==> src/rtl/adc_scan_pkg.sv <==
package adc_scan_pkg;
  localparam int CH_COUNT  = 16;
  localparam int CH_W      = $clog2(CH_COUNT);
  localparam int RES_W     = 12;
  localparam int BUF_DEPTH = 16;
  localparam int BIDX_W    = $clog2(BUF_DEPTH);

  // Lowest set bit of mask at or above 'from', wrapping past the top.
  // Rotates the mask so 'from' lands at bit 0, then takes the lowest set bit.
  // CH_COUNT is a power of two, so the final add wraps for free.
  function automatic logic [CH_W-1:0] scan_pick(input logic [CH_COUNT-1:0] mask,
                                                input logic [CH_W-1:0]     from);
    logic [2*CH_COUNT-1:0] dbl;
    logic [CH_COUNT-1:0]   rot;
    logic [CH_W-1:0]       off;
    dbl = {mask, mask};
    rot = dbl[from +: CH_COUNT];
    off = '0;
    for (int i = CH_COUNT - 1; i >= 0; i--) begin
      if (rot[i]) off = CH_W'(i);
    end
    return from + off;
  endfunction

  // Index after a write: wraps to zero at the last slot of the group.
  function automatic logic [BIDX_W-1:0] slot_next(input logic [BIDX_W-1:0] idx,
                                                  input logic [BIDX_W-1:0] last);
    return (idx == last) ? '0 : idx + 1'b1;
  endfunction
endpackage

==> src/rtl/adc_scan_ptr.sv <==
module adc_scan_ptr
  import adc_scan_pkg::*;
#(
  parameter int NCH = CH_COUNT,
  localparam int CW = $clog2(NCH)
) (
  input  logic           clk,
  input  logic           rst,
  input  logic [NCH-1:0] mask,
  input  logic           scan_active,
  input  logic           advance,
  output logic [CW-1:0]  cur_ch
);
  logic [CW-1:0] ptr_q;

  assign cur_ch = scan_pick(mask, ptr_q);

  always_ff @(posedge clk) begin
    if (rst)          ptr_q <= '0;
    else if (advance) ptr_q <= cur_ch + 1'b1;
  end

  AST_PICK_IN_MASK: assert property (@(posedge clk) disable iff (rst)
    scan_active |-> mask[cur_ch]);
  AST_PICK_AFTER_RESET: assert property (@(posedge clk)
    rst |=> (ptr_q == '0));
endmodule

==> src/rtl/adc_buf_ctrl.sv <==
module adc_buf_ctrl
  import adc_scan_pkg::*;
#(
  parameter int DEPTH = BUF_DEPTH,
  localparam int IW = $clog2(DEPTH)
) (
  input  logic          clk,
  input  logic          rst,
  input  logic          wr_stb,
  input  logic [IW-1:0] last_slot,
  output logic [IW-1:0] slot,
  output logic          irq
);
  logic wrap_evt;

  assign wrap_evt = wr_stb && (slot == last_slot);

  always_ff @(posedge clk) begin
    if (rst) begin
      slot <= '0;
      irq  <= 1'b0;
    end else begin
      irq <= wrap_evt;
      if (wr_stb) slot <= slot_next(slot, last_slot);
    end
  end

  AST_IRQ_AT_SLOT_ZERO: assert property (@(posedge clk) disable iff (rst)
    irq |-> (slot == '0));
  AST_IRQ_NEEDS_WRITE: assert property (@(posedge clk) disable iff (rst)
    !wr_stb |=> !irq);
  AST_SLOT_HOLD: assert property (@(posedge clk) disable iff (rst)
    !wr_stb |=> $stable(slot));
  AST_RST_CLEARS: assert property (@(posedge clk)
    rst |=> (slot == '0) && !irq);
endmodule

==> src/rtl/adc_result_buf.sv <==
module adc_result_buf
  import adc_scan_pkg::*;
#(
  parameter int DEPTH = BUF_DEPTH,
  parameter int W     = RES_W,
  localparam int IW   = $clog2(DEPTH)
) (
  input  logic          clk,
  input  logic          we,
  input  logic [IW-1:0] waddr,
  input  logic [W-1:0]  wdata,
  input  logic [IW-1:0] raddr,
  output logic [W-1:0]  rdata
);
  logic [W-1:0] mem [DEPTH];

  always_ff @(posedge clk) begin
    if (we) mem[waddr] <= wdata;
  end

  assign rdata = mem[raddr];
endmodule

==> src/rtl/adc_scan_seq.sv <==
module adc_scan_seq
  import adc_scan_pkg::*;
#(
  parameter int NCH   = CH_COUNT,
  parameter int RW    = RES_W,
  parameter int DEPTH = BUF_DEPTH,
  localparam int CW   = $clog2(NCH),
  localparam int IW   = $clog2(DEPTH)
) (
  input  logic           clk,
  input  logic           rst,
  input  logic           scan_en,
  input  logic           alt_en,
  input  logic [NCH-1:0] scan_mask,
  input  logic [CW-1:0]  pri_fix_ch,
  input  logic [CW-1:0]  sec_ch,
  input  logic [IW-1:0]  smpi_m1,
  input  logic           conv_done,
  input  logic [RW-1:0]  conv_result,
  output logic [CW-1:0]  ch_sel,
  output logic           irq,
  input  logic [IW-1:0]  rd_addr,
  output logic [RW-1:0]  rd_data
);
  logic          sec_phase_q;
  logic          is_sec;
  logic          scan_active;
  logic          pri_advance;
  logic [CW-1:0] scan_ch;
  logic [CW-1:0] pri_ch;
  logic [IW-1:0] slot;

  assign scan_active = scan_en && (|scan_mask);
  assign is_sec      = alt_en && sec_phase_q;
  assign pri_advance = conv_done && !is_sec && scan_active;
  assign pri_ch      = scan_active ? scan_ch : pri_fix_ch;
  assign ch_sel      = is_sec ? sec_ch : pri_ch;

  always_ff @(posedge clk) begin
    if (rst)                       sec_phase_q <= 1'b0;
    else if (alt_en && conv_done)  sec_phase_q <= !sec_phase_q;
  end

  adc_scan_ptr #(.NCH(NCH)) u_ptr (
    .clk(clk), .rst(rst), .mask(scan_mask), .scan_active(scan_active),
    .advance(pri_advance), .cur_ch(scan_ch)
  );

  adc_buf_ctrl #(.DEPTH(DEPTH)) u_ctrl (
    .clk(clk), .rst(rst), .wr_stb(conv_done), .last_slot(smpi_m1),
    .slot(slot), .irq(irq)
  );

  adc_result_buf #(.DEPTH(DEPTH), .W(RW)) u_buf (
    .clk(clk), .we(conv_done), .waddr(slot), .wdata(conv_result),
    .raddr(rd_addr), .rdata(rd_data)
  );

  AST_PHASE_FLIPS: assert property (@(posedge clk) disable iff (rst)
    (alt_en && conv_done) |=> (sec_phase_q != $past(sec_phase_q)));
  AST_SEC_FIXED: assert property (@(posedge clk) disable iff (rst)
    (alt_en && sec_phase_q) |-> (ch_sel == sec_ch));
  AST_PRI_FALLBACK: assert property (@(posedge clk) disable iff (rst)
    (!scan_active && !is_sec) |-> (ch_sel == pri_fix_ch));
  AST_PHASE_RESET: assert property (@(posedge clk)
    rst |=> !sec_phase_q);
endmodule

==> config.mk <==
export PLATFORM = sky130hd
export DESIGN_NAME = adc_scan_seq
export DESIGN_NICKNAME = d
export VERILOG_FILES = /design/src/rtl/adc_scan_pkg.sv /design/src/rtl/adc_scan_ptr.sv /design/src/rtl/adc_buf_ctrl.sv /design/src/rtl/adc_result_buf.sv /design/src/rtl/adc_scan_seq.sv
export SDC_FILE = /design/constraint.sdc
export NUM_CORES = 1
export LEC_CHECK = 0
export BUFFER_PORTS_ARGS = -buffer_cell sky130_fd_sc_hd__buf_2
export CORE_ASPECT_RATIO = 0.6
export CORE_UTILIZATION = 55
export DETAILED_ROUTE_END_ITERATION = 7
export PLACE_DENSITY = 0.78
export SLEW_MARGIN = 20
export SYNTH_ARGS = -nofsm -noshare
export SYNTH_HDL_FRONTEND = slang
export SYNTH_SLANG_ARGS = --single-unit
==> constraint.sdc <==
create_clock -name clk -period 12.09 [get_ports clk]
set_clock_uncertainty 0.1 [all_clocks]
set_input_delay 0.6045 -clock clk [delete_from_list [all_inputs] [get_ports clk]]
set_output_delay 0.6045 -clock clk [all_outputs]
set_load 0.03 [all_outputs]
==> results.ini <==
[status]
run_status=finished clean

[die]
dieArea_um2=17290
rows=36
core-area_um2=16310
start_util_pct=56.49
die_y_um=102.2
die_w_um=169.1
ioPinCount=66

[clock_tree]
cts_tree=yes
cts_buffers=19
max-clock-path-buffers=3
h-tree-depth=1
clockRootBuffer=clkbuf_16
worstSkewPairLatency_ps=490
postCtsSetupRepairBufs=0
holdBufCountCts=0
cts.clk_slew.worst_paths_ps=60
cts.sinks=202
cts-resized-gates=0

[route]
vias=5300
dr.pass1.iters=6
vias_per_cell=6.487
drc=0
routed_wl_um=20370
wl_per_cell_um=24.93
ant_nets=0
first_iter_violations=634

[worst_setup_path]
r2r-end=u_ptr.ptr_q[3]$_SDFFE_PP0P_
cp_max_fo=14
r2r_cells=14
worstPathArrival_ps=4660
regToRegSetupSlack_ps=7440
crit_path_start=u_ptr.ptr_q[2]$_SDFFE_PP0P_
cp_cell_sequence=mux4_2, nand2_1, nand4_1, a211oi_1, o21ai_1, a211o_1, a21oi_1, ha_1, a21o_1, a21oi_1, xnor2_1, nand2_1, mux2i_1, o21ai_1, buf_2
cp.required_ps=11390
endpoint_kind=output port
crit_type=reg2out
endpoint=ch_sel[3]
start_kind=flip-flop
crit_buf_inv=1
critical_path.max_stage_delay_ps=760
timing.rr.start=u_ptr.ptr_q[2]$_SDFFE_PP0P_
critPathTopFamily=compound AO/OA/AOI/OAI gates
crit_path_top_delay_cell=dfxtp_1
cp_num_cells=15

[placed_design]
place_ws_ps=6844
dp.cells=783
routabilityCongestion=0.9925
hpwlAfterDp_um=12520
io_buffers=65

[hold_path]
hold_path.class=in2reg

[global_routing]
grt_pass1_wl_um=29900
use_met3_pct=6.662
first_global_vias=4972
use_met1_pct=37.19
grtUsageTotal_pct=24.17
antenna_found_initial=0
busiest_layer=met1
grt_use_met2_pct=34.49
grt_overflow_total=0
grt_start_max_net_pins=49

[finish]
fin_util_pct=63.21
fin_nets=634
final-instance-count-excl-fill=817
syn2layout_area_growth_pct=11.88
drive_gt1_share_pct=30.73
diodes=0

[synthesis]
yosys_warnings=0
netlist_area_um2=9211
ys_seq_area_share_pct=64.77
async_flop_share_pct=0
ys_types=52
synth_edf_count=192
synth.avg_cell_area_um2=17.96
ys_ff_latch=202
postSynthCellCount=513
syn_nets=571
synthFlopType=edfxtp_1

[timing]
setup_viol_count_final=0
rsz0062_at_grt=no
setup_tns_ps=0
hold_violations=0
fin_crit_sh_pct=44.38
worst_pin_slew_ps=926.9
fmax_mhz=186.4
setup_ws_ps=6724
drv_slew=0
period_minus_slack_ps=5366
slew_headroom_pct=38.21

[power]
finalPower_w=0.001601
sw_frac_of_total_pct=25.34
pwr-share-clk_pct=34.8
p_switching_w=0.0004056
power_density_nw_per_um2=155.3
ir_worst_vdd_mv=0.08093
combPwrFrac_pct=15.8
leakage_nw=3.420
internal_power_w=0.001195
seqPwrFrac_pct=49.4

[job]
max_cap_viol_count=0

## cells in the final DEF (no fill, tap or decap), drive strengths merged, types with 4 or more instances in the layout
| master | Yosys | routed |
|---|---|---|
| ha | 8 | 8 |
| nand4 | 4 | 4 |
| buf | 13 | 69 |
| edfxtp | 192 | 192 |
| a21oi | 13 | 13 |
| o22ai | 4 | 4 |
| inv | 5 | 6 |
| nor2b | 5 | 5 |
| a31oi | 4 | 4 |
| and3 | 6 | 6 |
| o211ai | 4 | 4 |
| nand2 | 34 | 34 |
| clkbuf | 14 | 24 |
| mux4 | 80 | 80 |
| nor4 | 5 | 5 |
| and2 | 18 | 18 |
| xor2 | 9 | 9 |
| mux2i | 15 | 15 |
| mux2 | 5 | 5 |
| nor2 | 14 | 14 |
| dfxtp | 10 | 10 |
| clkinv | 1 | 9 |
| nand3 | 11 | 11 |
| o21ai | 8 | 8 |
## power groups by stage
stage | sequential, W | combinational, W | clock, W
after floorplan | 0.000795 | 0.000185 | 0
after global placement | 0.000804 | 0.000242 | 0
after detailed placement | 0.000806 | 0.000245 | 0
after CTS | 0.000791 | 0.000247 | 0.000563
after global routing | 0.000793 | 0.000269 | 0.000590
final | 0.000791 | 0.000253 | 0.000557
## worst register-to-register path, stage by stage, from the launching register on
cell and delay, ps:
dfxtp_1 760, buf_4 340, mux4_2 380, mux4_2 510, a31oi_1 170, o211ai_1 100, a41o_1 210, a21oi_1 310
ha_1 260, fa_1 480, nand3_1 160, nand3_1 110, a2111oi_0 360, and4b_1 240, a21oi_1 100
## layout make-up
type | count | area (um^2)
Fill cell | 1140 | 6000
Sequential cell | 202 | 5967
Multi-Input combinational cell | 278 | 3108
Clock buffer | 24 | 494.2
Timing Repair Buffer | 69 | 355.3
Tap cell | 228 | 285.3
Clock inverter | 10 | 73.82
Inverter | 6 | 22.52
## Yosys cell counts, types with 2 or more instances
library cell | number | area (um^2)
nand2_1 | 34 | 127.6
clkbuf_1 | 14 | 52.55
a31oi_1 | 4 | 25.02
nand3_1 | 11 | 55.05
nor2b_1 | 5 | 31.28
xor2_1 | 9 | 78.83
mux2i_1 | 15 | 150.1
dfxtp_1 | 10 | 200.2
nand2b_1 | 2 | 12.51
and2_1 | 18 | 112.6
buf_2 | 5 | 25.02
xnor2_1 | 2 | 17.52
a21oi_1 | 13 | 65.06
edfxtp_1 | 192 | 5766
nor4_1 | 5 | 31.28
o22ai_1 | 4 | 25.02
buf_1 | 7 | 26.28
o211ai_1 | 4 | 30.03
nor3_1 | 2 | 10.01
nor2_1 | 14 | 52.55
mux2_2 | 5 | 56.30
ha_1 | 8 | 100.1
o21ai_1 | 3 | 15.01
o21ai_0 | 5 | 25.02
nand4_1 | 4 | 25.02
and3_1 | 6 | 37.54
a2111oi_0 | 3 | 26.28
a21o_1 | 2 | 15.01
mux4_2 | 79 | 1779
inv_1 | 4 | 15.01
a211oi_1 | 3 | 22.52
## cells by family (layout without fill, tap and decap cells)
family / count (synthesis) / count (layout) / share of synthesized area (%)
flip-flops: 202 / 202 / 64.76
AND/OR/NAND/NOR: 104 / 104 / 5.637
multiplexers: 100 / 100 / 21.84
AO/OA/AOI/OAI: 54 / 54 / 3.912
buffers and inverters: 33 / 109 / 1.494
XOR/XNOR: 11 / 11 / 1.046
adder cells (fa/ha/maj): 9 / 9 / 1.304
## per-layer routing
metal / wire length [um] / up-vias
met2: 8863 / 295
met5: 0 / -
met4: 342 / 0
li1: - / 2249
met1: 9229 / 2720
met3: 1934 / 36
## flip-flops by register name, summed over array words and instances (netlist names)
signal,flops
u_buf.mem,192
u_ctrl.slot,4
sec_phase_q,1
u_ctrl.irq,1
u_ptr.ptr_q,4
## per-stage QoR
step / hold slack (ps) / area, um^2
final: 302.6 / 10310
after global routing: 301.4 / 10310
after CTS: 291.6 / 10300
after detailed placement: 438.4 / 9737
after global placement: 415.5 / 9737
after floorplan: 400.0 / 9211
## worst min-delay path by stage
stage | depth (start not counted) | end | slack (ps) | from
floorplan | 2 | sec_phase_q$_SDFFE_PP0P_ | 400 | sec_phase_q$_SDFFE_PP0P_
global placement | 2 | sec_phase_q$_SDFFE_PP0P_ | 420 | sec_phase_q$_SDFFE_PP0P_
detailed placement | 2 | sec_phase_q$_SDFFE_PP0P_ | 440 | sec_phase_q$_SDFFE_PP0P_
CTS | 2 | u_ptr.ptr_q[3]$_SDFFE_PP0P_ | 290 | rst
global route | 2 | u_ptr.ptr_q[1]$_SDFFE_PP0P_ | 300 | rst
finish | 2 | u_ptr.ptr_q[1]$_SDFFE_PP0P_ | 300 | rst
Power figures use the tool's default switching activity.
